<file path="src/rtl/e1lb_pkg.sv">
package e1lb_pkg;
  localparam int BYTE_W = 8;
  localparam int GLB_W  = 4;

  // global word bit positions
  localparam int GB_PAYLOAD = 0;
  localparam int GB_BUS     = 1;
  localparam int GB_REMOTE  = 2;
  localparam int GB_DIGITAL = 3;

  // per-slot word bit positions
  localparam int SB_REMOTE_TS = 4;
  localparam int SB_LOCAL_TS  = 5;

  typedef enum logic [2:0] {
    LB_NONE    = 3'd0,
    LB_REMOTE  = 3'd1,
    LB_PAYLOAD = 3'd2,
    LB_DIGITAL = 3'd3,
    LB_BUS     = 3'd4
  } lb_mode_e;

  function automatic lb_mode_e pick_mode(input logic [GLB_W-1:0] g);
    if (g[GB_REMOTE])       return LB_REMOTE;
    else if (g[GB_PAYLOAD]) return LB_PAYLOAD;
    else if (g[GB_DIGITAL]) return LB_DIGITAL;
    else if (g[GB_BUS])     return LB_BUS;
    else                    return LB_NONE;
  endfunction

  function automatic logic owns_line(input lb_mode_e m);
    return (m == LB_REMOTE) || (m == LB_PAYLOAD);
  endfunction

  function automatic logic owns_sys(input lb_mode_e m);
    return (m == LB_DIGITAL) || (m == LB_BUS);
  endfunction

  function automatic logic [BYTE_W-1:0] frame_word(input logic odd,
                                                   input logic [BYTE_W-1:0] fas,
                                                   input logic [BYTE_W-1:0] nfas);
    return odd ? nfas : fas;
  endfunction
endpackage

</file>
<file path="src/rtl/e1lb_cfg.sv">
module e1lb_cfg
  import e1lb_pkg::*;
#(
  parameter int SLOT_W = 5,
  localparam int NSLOTS = 1 << SLOT_W
) (
  input  logic                   clk,
  input  logic                   rst_n,
  input  logic                   ctl_wr,
  input  logic [GLB_W-1:0]       ctl_wdata,
  input  logic                   slot_wr,
  input  logic [SLOT_W-1:0]      slot_wr_idx,
  input  logic [SB_LOCAL_TS:SB_REMOTE_TS] slot_wr_bits,
  output lb_mode_e               mode,
  output logic [NSLOTS-1:0]      rem_ts,
  output logic [NSLOTS-1:0]      loc_ts
);
  logic [GLB_W-1:0] glb_q;

  always_ff @(posedge clk or negedge rst_n) begin
    if (!rst_n)      glb_q <= '0;
    else if (ctl_wr) glb_q <= ctl_wdata;
  end

  assign mode = pick_mode(glb_q);

  for (genvar s = 0; s < NSLOTS; s++) begin : g_slot
    always_ff @(posedge clk or negedge rst_n) begin
      if (!rst_n) begin
        rem_ts[s] <= 1'b0;
        loc_ts[s] <= 1'b0;
      end else if (slot_wr && (slot_wr_idx == SLOT_W'(s))) begin
        rem_ts[s] <= slot_wr_bits[SB_REMOTE_TS];
        loc_ts[s] <= slot_wr_bits[SB_LOCAL_TS];
      end
    end
  end
endmodule

</file>
<file path="src/rtl/e1lb_store.sv">
module e1lb_store
  import e1lb_pkg::*;
#(
  parameter int SLOT_W = 5,
  localparam int NSLOTS = 1 << SLOT_W
) (
  input  logic              clk,
  input  logic              rst_n,
  input  logic              wr_en,
  input  logic [SLOT_W-1:0] wr_idx,
  input  logic [BYTE_W-1:0] wr_data,
  input  logic [SLOT_W-1:0] rd_idx,
  output logic [BYTE_W-1:0] rd_data
);
  logic [BYTE_W-1:0] mem_q [NSLOTS];

  for (genvar s = 0; s < NSLOTS; s++) begin : g_cell
    always_ff @(posedge clk or negedge rst_n) begin
      if (!rst_n)                                     mem_q[s] <= '0;
      else if (wr_en && (wr_idx == SLOT_W'(s)))       mem_q[s] <= wr_data;
    end
  end

  assign rd_data = mem_q[rd_idx];
endmodule

</file>
<file path="src/rtl/e1lb_line_side.sv">
module e1lb_line_side
  import e1lb_pkg::*;
#(
  parameter int SLOT_W = 5,
  parameter logic [BYTE_W-1:0] FAS_WORD  = 8'h9B,
  parameter logic [BYTE_W-1:0] NFAS_WORD = 8'hDF,
  localparam int NSLOTS = 1 << SLOT_W
) (
  input  logic              clk,
  input  logic              rst_n,
  input  lb_mode_e          mode,
  input  logic [NSLOTS-1:0] loc_ts,
  input  logic              sys_in_vld,
  input  logic [SLOT_W-1:0] sys_in_slot,
  input  logic [BYTE_W-1:0] sys_in_data,
  input  logic              line_rx_vld,
  input  logic [SLOT_W-1:0] line_rx_slot,
  input  logic [BYTE_W-1:0] line_rx_data,
  input  logic [BYTE_W-1:0] rx_store_rd,
  output logic              nxt_vld,
  output logic [SLOT_W-1:0] nxt_slot,
  output logic [BYTE_W-1:0] nxt_data,
  output logic              fas_odd,
  output logic              tx_vld,
  output logic [SLOT_W-1:0] tx_slot,
  output logic [BYTE_W-1:0] tx_data
);
  logic loc_hit;
  assign loc_hit = loc_ts[sys_in_slot] && (sys_in_slot != '0);

  always_comb begin
    nxt_vld  = sys_in_vld;
    nxt_slot = sys_in_slot;
    nxt_data = sys_in_data;
    if (owns_line(mode)) begin
      nxt_vld  = line_rx_vld;
      nxt_slot = line_rx_slot;
      nxt_data = line_rx_data;
      if ((mode == LB_PAYLOAD) && (line_rx_slot == '0))
        nxt_data = frame_word(fas_odd, FAS_WORD, NFAS_WORD);
    end else if (loc_hit) begin
      nxt_data = rx_store_rd;
    end
  end

  always_ff @(posedge clk or negedge rst_n) begin
    if (!rst_n)                                fas_odd <= 1'b0;
    else if (mode != LB_PAYLOAD)               fas_odd <= 1'b0;
    else if (nxt_vld && (nxt_slot == '0))      fas_odd <= ~fas_odd;
  end

  always_ff @(posedge clk or negedge rst_n) begin
    if (!rst_n) begin
      tx_vld  <= 1'b0;
      tx_slot <= '0;
      tx_data <= '0;
    end else begin
      tx_vld  <= nxt_vld;
      tx_slot <= nxt_slot;
      tx_data <= nxt_data;
    end
  end
endmodule

</file>
<file path="src/rtl/e1lb_sys_side.sv">
module e1lb_sys_side
  import e1lb_pkg::*;
#(
  parameter int SLOT_W = 5,
  localparam int NSLOTS = 1 << SLOT_W
) (
  input  logic              clk,
  input  logic              rst_n,
  input  lb_mode_e          mode,
  input  logic [NSLOTS-1:0] rem_ts,
  input  logic              sys_in_vld,
  input  logic [SLOT_W-1:0] sys_in_slot,
  input  logic [BYTE_W-1:0] sys_in_data,
  input  logic              line_rx_vld,
  input  logic [SLOT_W-1:0] line_rx_slot,
  input  logic [BYTE_W-1:0] line_rx_data,
  input  logic [BYTE_W-1:0] tx_store_rd,
  input  logic              lnxt_vld,
  input  logic [SLOT_W-1:0] lnxt_slot,
  input  logic [BYTE_W-1:0] lnxt_data,
  output logic              out_vld,
  output logic [SLOT_W-1:0] out_slot,
  output logic [BYTE_W-1:0] out_data
);
  logic              s_vld;
  logic [SLOT_W-1:0] s_slot;
  logic [BYTE_W-1:0] s_data;
  logic              rem_hit;

  assign rem_hit = rem_ts[line_rx_slot] && (line_rx_slot != '0);

  always_comb begin
    if (mode == LB_DIGITAL) begin
      s_vld  = lnxt_vld;
      s_slot = lnxt_slot;
      s_data = lnxt_data;
    end else if (mode == LB_BUS) begin
      s_vld  = sys_in_vld;
      s_slot = sys_in_slot;
      s_data = sys_in_data;
    end else begin
      s_vld  = line_rx_vld;
      s_slot = line_rx_slot;
      s_data = (rem_hit && !owns_sys(mode)) ? tx_store_rd : line_rx_data;
    end
  end

  always_ff @(posedge clk or negedge rst_n) begin
    if (!rst_n) begin
      out_vld  <= 1'b0;
      out_slot <= '0;
      out_data <= '0;
    end else begin
      out_vld  <= s_vld;
      out_slot <= s_slot;
      out_data <= s_data;
    end
  end
endmodule

</file>
<file path="src/rtl/e1_loopback_matrix.sv">
module e1_loopback_matrix
  import e1lb_pkg::*;
#(
  parameter int SLOT_W = 5,
  parameter logic [7:0] FAS_WORD  = 8'h9B,
  parameter logic [7:0] NFAS_WORD = 8'hDF
) (
  input  logic              clk,
  input  logic              rst_n,
  input  logic              ctl_wr,
  input  logic [3:0]        ctl_wdata,
  input  logic              slot_wr,
  input  logic [SLOT_W-1:0] slot_wr_idx,
  input  logic [5:4]        slot_wr_bits,
  input  logic              sys_in_vld,
  input  logic [SLOT_W-1:0] sys_in_slot,
  input  logic [7:0]        sys_in_data,
  input  logic              line_rx_vld,
  input  logic [SLOT_W-1:0] line_rx_slot,
  input  logic [7:0]        line_rx_data,
  output logic              line_tx_vld,
  output logic [SLOT_W-1:0] line_tx_slot,
  output logic [7:0]        line_tx_data,
  output logic              sys_out_vld,
  output logic [SLOT_W-1:0] sys_out_slot,
  output logic [7:0]        sys_out_data
);
  localparam int NSLOTS = 1 << SLOT_W;

  lb_mode_e          mode;
  logic [NSLOTS-1:0] rem_ts;
  logic [NSLOTS-1:0] loc_ts;
  logic [BYTE_W-1:0] rx_store_rd;
  logic [BYTE_W-1:0] tx_store_rd;
  logic              lnxt_vld;
  logic [SLOT_W-1:0] lnxt_slot;
  logic [BYTE_W-1:0] lnxt_data;
  logic              fas_odd;

  e1lb_cfg #(.SLOT_W(SLOT_W)) cfg_i (
    .clk, .rst_n, .ctl_wr, .ctl_wdata, .slot_wr, .slot_wr_idx, .slot_wr_bits,
    .mode, .rem_ts, .loc_ts
  );

  // latest received byte per slot, read at the system input slot
  e1lb_store #(.SLOT_W(SLOT_W)) rx_store_i (
    .clk, .rst_n, .wr_en(line_rx_vld), .wr_idx(line_rx_slot), .wr_data(line_rx_data),
    .rd_idx(sys_in_slot), .rd_data(rx_store_rd)
  );

  // latest system input byte per slot, read at the received slot
  e1lb_store #(.SLOT_W(SLOT_W)) tx_store_i (
    .clk, .rst_n, .wr_en(sys_in_vld), .wr_idx(sys_in_slot), .wr_data(sys_in_data),
    .rd_idx(line_rx_slot), .rd_data(tx_store_rd)
  );

  e1lb_line_side #(.SLOT_W(SLOT_W), .FAS_WORD(FAS_WORD), .NFAS_WORD(NFAS_WORD)) line_i (
    .clk, .rst_n, .mode, .loc_ts,
    .sys_in_vld, .sys_in_slot, .sys_in_data,
    .line_rx_vld, .line_rx_slot, .line_rx_data,
    .rx_store_rd,
    .nxt_vld(lnxt_vld), .nxt_slot(lnxt_slot), .nxt_data(lnxt_data),
    .fas_odd,
    .tx_vld(line_tx_vld), .tx_slot(line_tx_slot), .tx_data(line_tx_data)
  );

  e1lb_sys_side #(.SLOT_W(SLOT_W)) sys_i (
    .clk, .rst_n, .mode, .rem_ts,
    .sys_in_vld, .sys_in_slot, .sys_in_data,
    .line_rx_vld, .line_rx_slot, .line_rx_data,
    .tx_store_rd, .lnxt_vld, .lnxt_slot, .lnxt_data,
    .out_vld(sys_out_vld), .out_slot(sys_out_slot), .out_data(sys_out_data)
  );
endmodule

</file>
<file path="config.mk">
export PLATFORM = sky130hd
export DESIGN_NAME = e1_loopback_matrix
export DESIGN_NICKNAME = d
export VERILOG_FILES = /design/src/rtl/e1lb_pkg.sv /design/src/rtl/e1lb_cfg.sv /design/src/rtl/e1lb_store.sv /design/src/rtl/e1lb_line_side.sv /design/src/rtl/e1lb_sys_side.sv /design/src/rtl/e1_loopback_matrix.sv
export SDC_FILE = /design/constraint.sdc
export NUM_CORES = 1
export LEC_CHECK = 0
export BUFFER_PORTS_ARGS = -buffer_cell sky130_fd_sc_hd__buf_2
export CAP_MARGIN = 0
export CORE_UTILIZATION = 63
export CTS_CLUSTER_DIAMETER = 200
export DETAILED_ROUTE_END_ITERATION = 8
export PLACE_DENSITY = 0.8
export REMOVE_ABC_BUFFERS = 1
export SLEW_MARGIN = 20
export SYNTH_ARGS = -nofsm -noshare
export SYNTH_HDL_FRONTEND = slang
export SYNTH_SLANG_ARGS = --single-unit
</file>
<file path="constraint.sdc">
create_clock -name clk -period 2.5 [get_ports clk]
set_input_delay 0.5 -clock clk [delete_from_list [all_inputs] [get_ports clk]]
set_output_delay 0.5 -clock clk [all_outputs]
set_load 0.01 [all_outputs]
</file>
-- Yosys cells after proc, flatten, opt, wreduce, memory -nomap -nowiden
Cells that the tools add are included.
- output and inout port bits: 28
- word-level logic and storage cells: 381
- flip-flop bits (word level): 609
- reductions and logical operators: 111
- magnitude comparators: 4
- bitwise gates (word level): 3
- mux-type cells: 29
- equal/unequal tests: 98
- operators by type and width (operator ; number):
    $eq A5 B5 Y1 const B ; 48
    $eq A5 B4 Y1 const B ; 24
    $logic_and A1 B1 Y1 ; 101
    $bmux W8 S5 ; 2
    $mux W8 ; 10
    $eq A5 B3 Y1 const B ; 12
    $eq A5 B2 Y1 const B ; 6
    $logic_not A5 Y1 ; 4
    $eq A5 B1 Y1 const B ; 3
    $mux W5 ; 3
    $ge A6 B6 Y1 const B ; 2
    $lt A5 B6 Y1 const B ; 2
    $mux W3 ; 4
    $not A5 Y6 ; 2
    $bmux W1 S5 ; 2
    $reduce_bool A5 Y1 ; 2
    $mux W1 ; 7
    $mux W7 ; 1
    $eq A3 B2 Y1 const B ; 2
    $eq A3 B1 Y1 const B ; 1
    $eq A3 B3 Y1 const B ; 1
    $ne A3 B2 Y1 const B ; 1
    $logic_or A1 B1 Y1 ; 2
    $reduce_bool A2 Y1 ; 1
    other kinds (2) ; 2

-- Longest topological paths before layout
Gate-level depths: netlist of the first run.
- depth in word-level cells: 11
- depth in mapped cells: 11
- gate-level depth less buffers: 6

-- By module
A second synthesis of the first run with hierarchy kept.
- cell total of the unflattened synthesis: 1862
- area total of the unflattened synthesis: 28662.5 um^2
- by module, submodules not included (module ; area each (um^2) ; cells each ; times used ; sequential area each (um^2)):
    e1lb_store ; 11703.7 ; 703 ; 2 ; 6406.1
    e1lb_cfg ; 2776.4 ; 196 ; 1 ; 1701.6
    e1lb_sys_side ; 1307.5 ; 137 ; 1 ; 350.3
    e1lb_line_side ; 1171.1 ; 123 ; 1 ; 375.4

-- Worst setup path after synthesis of the first run
OpenSTA, ideal clock, no wires.
- path type: input to register
- start: in sys_in_slot[0]
- end: reg line_i.tx_data[5]
- stages on the path: 9
- setup slack: 0.157 ns
- arrival time: 2.194 ns
- required time: 2.351 ns
- library setup time: 0.149 ns
- path through: buf_6 -> buf_6 -> buf_4 -> mux4_2 -> mux2_2 -> nand2_1 -> nand4_1 -> mux2i_1 -> o22ai_1
- longest elaborated chain between the ends: 6
- elaborated cells on any way between the ends: 10
- those cells by class: mux (7); bitwise (1); reduce/logical (2)
- RTL lines (element ; line ; source):
    start, declared ; e1_loopback_matrix.sv:16 ; input logic [SLOT_W-1:0] sys_in_slot,
    $not A5 Y6 (not written as such) ; e1lb_store.sv:24 ; assign rd_data = mem_q[rd_idx];
    $bmux W8 S5 ; e1lb_store.sv:24 ;
    $mux W8 (not written as such) (2 in a row) ; e1lb_store.sv:24 ;
    $mux W8 * ; e1lb_line_side.sv:41 ; end else if (loc_hit) begin
    $mux W8 * ; e1lb_line_side.sv:35 ; if (owns_line(mode)) begin
    net line_i.nxt_data[5] ; e1lb_line_side.sv:22 ; output logic [BYTE_W-1:0] nxt_data,
    end signal, assigned ; e1lb_line_side.sv:60 ; tx_data <= nxt_data;
    end, declared ; e1lb_line_side.sv:26 ; output logic [BYTE_W-1:0] tx_data
Mark *: on every way through the listed nets, which the timed path passes. The rest lies on a longest branch. The select of a mux whose other input is x is not followed.
A chain may end at the register's enable or synchronous reset.

-- Worst setup path in the final report of the first run
- start: reg cfg_i.loc_ts[25]
- end: reg line_i.tx_data[6]
- longest elaborated chain between the ends: 5
- RTL lines (element ; line ; source):
    start, declared ; e1lb_cfg.sv:16 ; output logic [NSLOTS-1:0] loc_ts
    start signal, assigned by index ; e1lb_cfg.sv:34 ; loc_ts[s] <= slot_wr_bits[SB_LOCAL_TS];
    $bmux W1 S5 ; e1lb_line_side.sv:29 ; assign loc_hit = loc_ts[sys_in_slot] && (sys_in_slot != '0);
    $mux W1 (not written as such) ; e1lb_line_side.sv:29 ;
    $logic_and A1 B1 Y1 ; e1lb_line_side.sv:29 ;
    $mux W8 ; e1lb_line_side.sv:41 ;
    $mux W8 ; e1lb_line_side.sv:35 ;
    net line_i.nxt_data[6] ; e1lb_line_side.sv:22 ;
The timed path passes the listed nets, and every way through them passes these cells. The select of a mux whose other input is x is not followed.

==> impl_results.rst, run 1 <==
.. list-table::
   :header-rows: 1

   * - Metric
     - Value
   * - Outcome
     - complete, no violations
   * - Core Box Area
     - 44510 sq um
   * - GP Congestion
     - 0.9303
   * - Starting density of the core
     - ~64%
   * - Top-level port count
     - just over 70
   * - EDFF count, synth
     - 0
   * - Worst path cell trace
     - mux4_2, a32o_1, a31oi_4, and2_1, buf_4, mux2i_1, a21oi_1
   * - Footprint of the flip-flops and latches
     - 15190 sq um
   * - Power Dens Cells
     - between 800 and 900 nW/um^2
   * - Post-route ant nets
     - 0
   * - Share of layout cells above drive strength 1
     - between 50% and 60%
   * - Placement Setup Slack
     - -0.2810 ns
   * - Most used flip-flop cell after synthesis
     - sky130_fd_sc_hd__dfrtp_1
   * - Synth Register Bits
     - around 600
   * - Vias in the first global route
     - between 15000 and 20000
   * - Clock H-tree levels
     - 2
   * - Routed WL
     - 77.05 mm
   * - Setup CP Type
     - register to register
   * - Clock transition at the register clock pins on the worst setup and hold paths after CTS
     - about 0.06 ns
   * - Reg2reg setup slack
     - between 0.08 and 0.09 ns
   * - Sinks on Clock Net
     - 607
   * - Multi-input gate area in the final layout
     - 12600 sq um
   * - Via-to-Cell Ratio
     - ~6.6
   * - FMAX
     - between 400 and 500 MHz
   * - Seq/Total Area, Yosys
     - a little over half
   * - Final number of hold-violating endpoints
     - 0
   * - Longest individual stage delay on the worst path
     - ~0.47 ns
   * - Maximum capacitance violations
     - 0
   * - Filler cell count in the final layout
     - between 2000 and 3000
   * - Share of the clock period used by the worst path after layout
     - between 90% and 100%
   * - Total global routing overflow
     - 0
   * - Min-delay src
     - ctl_wdata[2]
   * - Final #Nets
     - about 2200
   * - Largest cells by area after synthesis
     - sky130_fd_sc_hd__dfrtp_1 (53%), sky130_fd_sc_hd__mux2_2 (24%), sky130_fd_sc_hd__mux4_2 (8.1%)
   * - Largest net degree at the start of global routing
     - between 80 and 90
   * - Gr usage total
     - between 30% and 40%
   * - Num CTS Buffers
     - 60
   * - Endpoint class of the critical path
     - register
   * - CP startpoint kind
     - register
   * - Synth Instances
     - 1944
   * - Dominant cell by count in the synthesized netlist
     - sky130_fd_sc_hd__mux2_2
   * - Post-CTS Setup Repair Bufs
     - 0
   * - Setup violators final
     - 0
   * - Clk_skew
     - 0.02634 ns
   * - Via count
     - about 19000
   * - Number of cells traversed by the worst hold path
     - 2
   * - Post-route minimum period
     - 2.413 ns
   * - R2r worst-path depth
     - 7
   * - Chip width
     - 215.2 microns
   * - Netlist area before placement
     - between 20000 and 30000 sq um
   * - Fraction of registers with async set/reset
     - between 90% and 100%
   * - Library cell with the largest summed area after synthesis
     - sky130_fd_sc_hd__dfrtp_1
   * - Worst-Margin Slew
     - approximately 0.85 ns
   * - Synth Area per Inst
     - around 15 sq um
   * - Reg-to-reg startpoint
     - cfg_i.loc_ts[25]
   * - Fraction of synthesized cell area taken by the top area cell type
     - 53.06%
   * - DP Wirelength
     - 53.08 mm
   * - Layout-stage area growth over the synthesis result
     - 16.55%
   * - Critical register-to-register path endpoint
     - line_i.tx_data[6]
   * - Critical path fanouts, max
     - 4
   * - Most numerous cell types in the synthesized netlist
     - sky130_fd_sc_hd__mux2_2 (611), sky130_fd_sc_hd__dfrtp_1 (607), sky130_fd_sc_hd__mux4_2 (103)
   * - CP required
     - 2.98 ns
   * - Clock latency on the worst-skew pair
     - approximately 0.63 ns
   * - Site row count
     - 77
   * - Number of max-slew violations in the final report
     - 0
   * - Worst vdd ir
     - a little over 0.6 mV
   * - Count of routing violations after the opening detailed-route iteration
     - 1763
   * - TritonRoute pass-1 iters
     - 6
   * - CTS max path bufs
     - 3
   * - Warnings, synthesis
     - 0
   * - CTS tree
     - built
   * - Number of remaining DRC errors
     - 0
   * - Worst hold margin
     - between 0.1 and 0.15 ns
   * - Number of buffers inserted by port buffering
     - 70
   * - Overall die height
     - approximately 220 microns
   * - Lkg Pwr
     - 15.14 nW
   * - Arrival time worst endpoint
     - approximately 2.9 ns
   * - Initial antenna violation count
     - 2
   * - Library cell used as clock root buffer
     - sky130_fd_sc_hd__clkbuf_16
   * - Setup WS post-layout
     - slightly below 0.09 ns
   * - Unrepaired setup endpoints after global routing
     - false
   * - Wire length of the first global-routing pass
     - ~120 mm
   * - Hold WC Path Type
     - input port to register
   * - Worst slew slack as a fraction of its limit
     - between 40 and 50%
   * - Hold endpoint
     - cfg_i.glb_q[2]
   * - Post-DR wirelength/cell
     - about 27 microns
   * - Area of the die
     - 46290 sq um
   * - Cell type of the slowest stage on the worst timing path
     - sky130_fd_sc_hd__mux4_2
   * - Unique masters post-synth
     - 69
-- critical path, delay by kind of cell, from the launching register on --
kind	cells	cell delay, ns
compound gates	3	0.62
mux	2	0.79
flops	1	0.42
simple gates	1	0.27
buf+inv	1	0.17
-- layout by cell type, fill, tap and decap left out, types with 4 or more instances in the layout --
cell type	synthesis	layout
sky130_fd_sc_hd__a21oi_1	17	17
sky130_fd_sc_hd__a221o_1	8	8
sky130_fd_sc_hd__a221oi_1	4	4
sky130_fd_sc_hd__a22oi_1	30	30
sky130_fd_sc_hd__and2_1	9	9
sky130_fd_sc_hd__buf_12	5	39
sky130_fd_sc_hd__buf_2	10	66
sky130_fd_sc_hd__buf_4	15	199
sky130_fd_sc_hd__bufinv_16	0	9
sky130_fd_sc_hd__clkbuf_1	80	11
sky130_fd_sc_hd__clkbuf_16	0	62
sky130_fd_sc_hd__clkbuf_8	0	13
sky130_fd_sc_hd__clkinv_2	0	9
sky130_fd_sc_hd__clkinvlp_4	0	6
sky130_fd_sc_hd__dfrtp_1	607	607
sky130_fd_sc_hd__inv_1	4	4
sky130_fd_sc_hd__mux2_2	611	611
sky130_fd_sc_hd__mux2i_1	75	75
sky130_fd_sc_hd__mux4_1	7	7
sky130_fd_sc_hd__mux4_2	103	103
sky130_fd_sc_hd__nand2_1	74	74
sky130_fd_sc_hd__nand2b_1	15	15
sky130_fd_sc_hd__nand3_1	29	29
sky130_fd_sc_hd__nand3b_1	5	5
sky130_fd_sc_hd__nand4_1	11	11
sky130_fd_sc_hd__nor2_1	38	37
sky130_fd_sc_hd__nor2_2	17	18
sky130_fd_sc_hd__nor2b_1	17	17
sky130_fd_sc_hd__nor3_1	13	13
sky130_fd_sc_hd__nor3_2	13	13
sky130_fd_sc_hd__nor3b_1	4	4
sky130_fd_sc_hd__o211ai_1	16	16
sky130_fd_sc_hd__o21ai_0	19	19
sky130_fd_sc_hd__o22ai_1	8	8
sky130_fd_sc_hd__o2bb2ai_1	4	4
-- flip-flops by register name (all words and copies together) (netlist names) --
| signal | cells |
|---|---|
| rx_store_i.mem_q | 256 |
| tx_store_i.mem_q | 256 |
| cfg_i.loc_ts | 31 |
| cfg_i.rem_ts | 31 |
| line_i.tx_data | 8 |
| sys_i.out_data | 8 |
| line_i.tx_slot | 5 |
| sys_i.out_slot | 5 |
| cfg_i.glb_q | 4 |
| line_i.fas_odd | 1 |
| line_i.tx_vld | 1 |
| sys_i.out_vld | 1 |
-- routing by layer --
metal	global-route usage, %	share of wire, %	vias up
met5	0	0.013	-
met4	15.08	4.4	2
met3	5.662	7.8	193
met2	52.52	46	836
met1	49.29	42	9870
li1	-	-	7713
-- power breakdown --
part	internal, mW	switching, mW
combinational	2.74	2.12
sequential	11.7	1.10
clock	5.85	3.89
-- layout make-up --
type                    instances  area share [%]
flip-flops and latches        607           45.53
inverters                       5         0.05625
repair buffers                308           7.950
diodes                          1        0.007500
clock inverters                26           1.155
multi-input cells            1196           37.77
well taps                     592           2.220
clock buffers                  86           5.310
-- through the flow --
| stage | cells | power [mW] | util [%] | TNS, ns | cell area (sq um) |
|---|---|---|---|---|---|
| floorplan | 1808 | 15.50 | - | 0 | 27810 |
| global placement | 2707 | 17.33 | 70.08 | -11.32 | 31190 |
| detailed placement | 2707 | 17.66 | 70.08 | -13.96 | 31190 |
| CTS | 2820 | 27.42 | 74.95 | 0 | 33360 |
| global route | 2820 | 28.35 | 74.95 | 0 | 33360 |
| finish | 2821 | 27.41 | 74.96 | 0 | 33360 |
-- kinds of logic after synthesis --
kind of cell | synth area share (%)
mux | 35.50
flops | 53.06
simple gates | 5.079
buf+inv | 2.924
compound gates | 3.409
xor+xnor | 0.03060
-- repair_timing --
action | in CTS | in global routing
hold buffers | 1 | 0
endpoints found under the hold margin | 36 | 0
resized for setup | 0 | 0
-- worst max-delay path by stage --
stage	startpoint	endpoint	slack, ns	cells after the start
floorplan	cfg_i.glb_q[0]	line_i.fas_odd	0.10	6
global placement	sys_in_slot[0]	line_i.tx_data[5]	-0.28	8
detailed placement	line_rx_slot[1]	sys_i.out_data[4]	-0.28	10
CTS	cfg_i.loc_ts[25]	line_i.tx_data[6]	0.15	7
global route	cfg_i.loc_ts[27]	line_i.tx_data[6]	0.05	7
finish	cfg_i.loc_ts[25]	line_i.tx_data[6]	0.09	7
Power figures use the tool's default switching activity.
==> run 2, diff against run 1 <==
--- a/config.mk
+++ b/config.mk
@@ -5,6 +5,7 @@
 export SDC_FILE = /design/constraint.sdc
 export NUM_CORES = 1
 export LEC_CHECK = 0
+export ABC_AREA = 1
 export BUFFER_PORTS_ARGS = -buffer_cell sky130_fd_sc_hd__buf_2
 export CAP_MARGIN = 0
 export CORE_UTILIZATION = 63
==> impl_results.rst, run 2 <==
.. list-table::
   :header-rows: 1

   * - Metric
     - Value
   * - Sinks on Clock Net
     - 609 (was 607)
   * - Fraction of the mapped netlist area in simple logic gates
     - 28.32% (was 5.079%)
   * - Synth Area in XOR/XNOR
     - 0.03161% (was 0.03060%)
   * - Endpoint class of the critical path
     - register (unchanged)
   * - Critical path fanouts, max
     - 10 (was 4)
   * - Longest individual stage delay on the worst path
     - 0.42 ns (was 0.47 ns)
   * - Fraction of synthesized cell area taken by the top area cell type
     - 54.99% (was 53.06%)
   * - Largest cells by area after synthesis
     - sky130_fd_sc_hd__dfrtp_1 (55%), sky130_fd_sc_hd__nand2_1 (24%), sky130_fd_sc_hd__o21ai_0 (11%) (was sky130_fd_sc_hd__dfrtp_1 (53%), sky130_fd_sc_hd__mux2_2 (24%), sky130_fd_sc_hd__mux4_2 (8.1%))
   * - Area of the die
     - 44830 sq um (was 46290 sq um)
   * - R2r worst-path depth
     - 10 (was 7)
   * - Highest-count cells in the layout ignoring fill and taps
     - sky130_fd_sc_hd__nand2_1 (1760), sky130_fd_sc_hd__o21ai_0 (618), sky130_fd_sc_hd__dfrtp_1 (609) (was sky130_fd_sc_hd__mux2_2 (611), sky130_fd_sc_hd__dfrtp_1 (607), sky130_fd_sc_hd__buf_4 (199))
   * - Synth Instances
     - 3579 (was 1944)
   * - Number of max-slew violations in the final report
     - 0 (unchanged)
   * - CTS max path bufs
     - 3 (unchanged)
   * - Count of routing violations after the opening detailed-route iteration
     - 3354 (was 1763)
   * - Wire length of the first global-routing pass
     - 136.3 mm (was 120.4 mm)
   * - Most numerous cell types in the synthesized netlist
     - sky130_fd_sc_hd__nand2_1 (1760), sky130_fd_sc_hd__o21ai_0 (618), sky130_fd_sc_hd__dfrtp_1 (609) (was sky130_fd_sc_hd__mux2_2 (611), sky130_fd_sc_hd__dfrtp_1 (607), sky130_fd_sc_hd__mux4_2 (103))
   * - Worst vdd ir
     - 0.5993 mV (was 0.6102 mV)
   * - Main combinational cell family by area after synthesis
     - simple AND/OR/NAND/NOR gates (was multiplexers)
   * - Setup WS post-layout
     - 0.1674 ns (was 0.08653 ns)
   * - Top-level port count
     - 71 (unchanged)
   * - Largest registers
     - rx_store_i.mem_q x256, tx_store_i.mem_q x256 (unchanged)
   * - Library cell used as clock root buffer
     - sky130_fd_sc_hd__clkbuf_16 (unchanged)
   * - Seq/Total Area, Yosys
     - 54.99% (was 53.06%)
   * - Clock transition at the register clock pins on the worst setup and hold paths after CTS
     - 0.07 ns (was 0.06 ns)
   * - Worst slew slack as a fraction of its limit
     - 49.12% (was 43.00%)
   * - Layout-stage area growth over the synthesis result
     - 13.43% (was 16.55%)
   * - Num CTS Buffers
     - 61 (was 60)
   * - Power Dens Cells
     - 858.7 nW/um^2 (was 821.7 nW/um^2)
   * - Outcome
     - complete, no violations (unchanged)
   * - Worst-Margin Slew
     - 0.7624 ns (was 0.8532 ns)
   * - Hold WC Path Type
     - input port to register (unchanged)
   * - Most used flip-flop cell after synthesis
     - sky130_fd_sc_hd__dfrtp_1 (unchanged)
   * - Clock H-tree levels
     - 2 (unchanged)
   * - Library cell with the largest summed area after synthesis
     - sky130_fd_sc_hd__dfrtp_1 (unchanged)
   * - Cell type of the slowest stage on the worst timing path
     - sky130_fd_sc_hd__nand2_1 (was sky130_fd_sc_hd__mux4_2)
   * - Placement Setup Slack
     - -0.002835 ns (was -0.2810 ns)
   * - Vias in the first global route
     - 24750 (was 19540)
   * - Non-Filler Cell Area, Final
     - 31430 sq um (was 33360 sq um)
   * - Arrival time worst endpoint
     - 2.86 ns (was 2.90 ns)
   * - Warnings, synthesis
     - 0 (unchanged)
   * - Clock share of power
     - 37.2% (was 35.5%)
   * - Setup violators final
     - 0 (unchanged)
   * - Setup CP Type
     - register to register (unchanged)
   * - Final #Nets
     - 3674 (was 2221)
   * - Number of cells traversed by the worst hold path
     - 3 (was 2)
   * - FMAX
     - 428.7 MHz (was 414.3 MHz)
   * - Reg2reg setup slack
     - 0.17 ns (was 0.09 ns)
   * - Total global routing overflow
     - 0 (unchanged)
   * - Share of layout cells above drive strength 1
     - 8.802% (was 52.29%)
   * - Critical register-to-register path endpoint
     - line_i.fas_odd (was line_i.tx_data[6])
   * - Largest net degree at the start of global routing
     - 96 (was 84)
   * - Unique masters post-synth
     - 26 (was 69)
   * - TritonRoute pass-1 iters
     - 7 (was 6)
   * - Critical path startpoint
     - cfg_i.glb_q[0] (was cfg_i.loc_ts[25])
   * - Clock latency on the worst-skew pair
     - 0.64 ns (was 0.63 ns)
   * - Maximum capacitance violations
     - 0 (unchanged)
   * - Psw
     - 7.677 mW (was 7.117 mW)
   * - Area share of fa/ha/maj cells after synthesis
     - 0% (unchanged)
   * - DP Wirelength
     - 57.49 mm (was 53.08 mm)
   * - Worst path cell trace
     - inv_1, nand2_1, nor2_2, inv_2, nand2_1, o21ai_0, nor2_1, nand4_1, xor2_1, nor2_1 (was mux4_2, a32o_1, a31oi_4, and2_1, buf_4, mux2i_1, a21oi_1)
   * - Final number of hold-violating endpoints
     - 0 (unchanged)
   * - CP startpoint kind
     - register (unchanged)
   * - Core Box Area
     - 43270 sq um (was 44510 sq um)
   * - Synth Area per Inst
     - 7.743 sq um (was 14.73 sq um)
   * - Fraction of registers with async set/reset
     - 100.0% (unchanged)
   * - Capturing instance or port of the critical path
     - line_i.fas_odd (was line_i.tx_data[6])
   * - Most common cell after layout, fill and taps aside
     - sky130_fd_sc_hd__nand2_1 (was sky130_fd_sc_hd__mux2_2)
   * - Netlist area before placement
     - 27710 sq um (was 28630 sq um)
   * - Share of the clock period used by the worst path after layout
     - 93.30% (was 96.54%)
   * - Number of remaining DRC errors
     - 0 (unchanged)
   * - Initial antenna violation count
     - 4 (was 2)
   * - Starting density of the core
     - 64.05% (was 64.31%)
   * - Via-to-Cell Ratio
     - 5.996 (was 6.598)
   * - Site row count
     - 76 (was 77)
   * - Reg-to-reg startpoint
     - cfg_i.glb_q[0] (was cfg_i.loc_ts[25])
   * - Post-route minimum period
     - 2.333 ns (was 2.413 ns)
   * - CTS tree
     - built (unchanged)
   * - Chip width
     - 211.7 microns (was 215.2 microns)
   * - CP required
     - 3.02 ns (was 2.98 ns)
   * - Synth Register Bits
     - 609 (was 607)
   * - Post-route ant nets
     - 0 (unchanged)
   * - Sequential fraction of design power
     - 47.2% (was 46.7%)
   * - Overall die height
     - 211.7 microns (was 215.2 microns)
   * - Number of buffers inserted by port buffering
     - 70 (unchanged)
   * - Routed WL
     - 86.54 mm (was 77.05 mm)
   * - EDFF count, synth
     - 0 (unchanged)
   * - GP Congestion
     - 1.000 (was 0.9303)
   * - Unrepaired setup endpoints after global routing
     - false (unchanged)
   * - Combinational share of power
     - 15.6% (was 17.7%)
   * - Cell area reported after detailed placement
     - 29210 sq um (was 31190 sq um)
   * - Gr usage total
     - 39.68% (was 34.42%)
   * - Internal power
     - 19.32 mW (was 20.30 mW)
   * - Clk_skew
     - 0.03077 ns (was 0.02634 ns)
   * - Min-delay src
     - ctl_wdata[0] (was ctl_wdata[2])
   * - Lkg Pwr
     - 15.64 nW (was 15.14 nW)
   * - Via count
     - 25600 (was 18610)
   * - Fraction of the mapped netlist area in compound gates
     - 12.42% (was 3.409%)
   * - Switching part of the total power
     - 28.44% (was 25.96%)
   * - Number of placed instances, taps included
     - 4152 (was 2707)
   * - Multiplexer share of the synthesized area
     - 0.04064% (was 35.50%)
   * - Dominant cell by count in the synthesized netlist
     - sky130_fd_sc_hd__nand2_1 (was sky130_fd_sc_hd__mux2_2)
   * - Post-DR wirelength/cell
     - 20.27 microns (was 27.31 microns)
   * - Non-filler instance count after layout
     - 4270 (was 2821)
## run 2: cell types whose count changed after synthesis, moves of 72 or more
cell                      change
sky130_fd_sc_hd__nand2_1   +1686
sky130_fd_sc_hd__mux2_2     -610
sky130_fd_sc_hd__o21ai_0    +599
sky130_fd_sc_hd__mux4_2     -103
sky130_fd_sc_hd__mux2i_1     -75
sky130_fd_sc_hd__nor2_1      +72
## run 2: critical path, delay by kind of cell (launching register included)
family	cells	cell delay, ns
compound gates	1	0.21
xor+xnor	1	0.16
buf+inv	2	0.20
flops	1	0.39
simple gates	6	1.26
## run 2: kinds of logic (layout without fill, tap and decap cells)
family                    count (synthesis)  count (layout)
buffers and inverters                   281             383
AOI/OAI and AO/OA                       671             671
DFF                                     609             609
xor gates and xnor gates                  1               1
other                                     0               4
and+or+nand+nor                        2016            2016
muxes                                     1               1
## run 2: how the worst min path moves through the flow
stage                                 endpoint  slack (ns)
after floorplan                 cfg_i.glb_q[0]        0.20
after global placement    tx_store_i.mem_q[85]        0.47
final                           cfg_i.glb_q[0]        0.07
after CTS                       cfg_i.glb_q[0]        0.05
after global routing            cfg_i.glb_q[0]        0.09
after detailed placement  tx_store_i.mem_q[85]        0.47
## run 2: cell type report
| type | instances | area [sq um] |
|---|---|---|
| clock inverter | 24 | 427.9 |
| timing repair buffer | 200 | 1667 |
| inverter | 70 | 262.8 |
| antenna | 4 | 10.01 |
| sequential | 609 | 15240 |
| tap | 585 | 732.0 |
| multi-input combinational | 2689 | 11320 |
| fill | 3342 | 11830 |
| clock buffer | 89 | 1774 |
## run 2: stage by stage
step / hold slack, ns / setup TNS (ns) / util, % / total power, mW
final: 0.07167 / 0 / 72.65 / 26.99
after detailed placement: 0.4730 / -0.002835 / 67.51 / 16.93
after global placement: 0.4655 / 0 / 67.51 / 16.67
after floorplan: 0.2044 / -93.31 / - / 15.06
after CTS: 0.05143 / 0 / 72.63 / 26.95
after global routing: 0.09219 / 0 / 72.63 / 28.16
## run 2: power groups by stage
stage                     clock network [mW]  registers, mW  logic [mW]
final                                   10.0           12.8        4.20
after global routing                    10.5           12.9        4.75
after CTS                               10.1           12.7        4.16
after detailed placement                   0           12.8        4.11
after global placement                     0           12.7        3.92
after floorplan                            0           12.6        2.51
## run 2: timing repair
item                                    4_1_cts  5_1_grt
buffers inserted                              0        0
resized for setup                             1        0
hold buffers                                  1        0
hold endpoints to repair                     39        0
endpoints found under the setup margin        1        0
## run 2: layer usage
metal / vias to the layer above / track usage [%] / part of all wire [%]
met5: - / 0 / 0.012
met4: 2 / 26.41 / 7.0
met3: 360 / 8.411 / 10
met2: 1493 / 62.13 / 46
met1: 12190 / 50.02 / 37
li1: 11560 / - / -
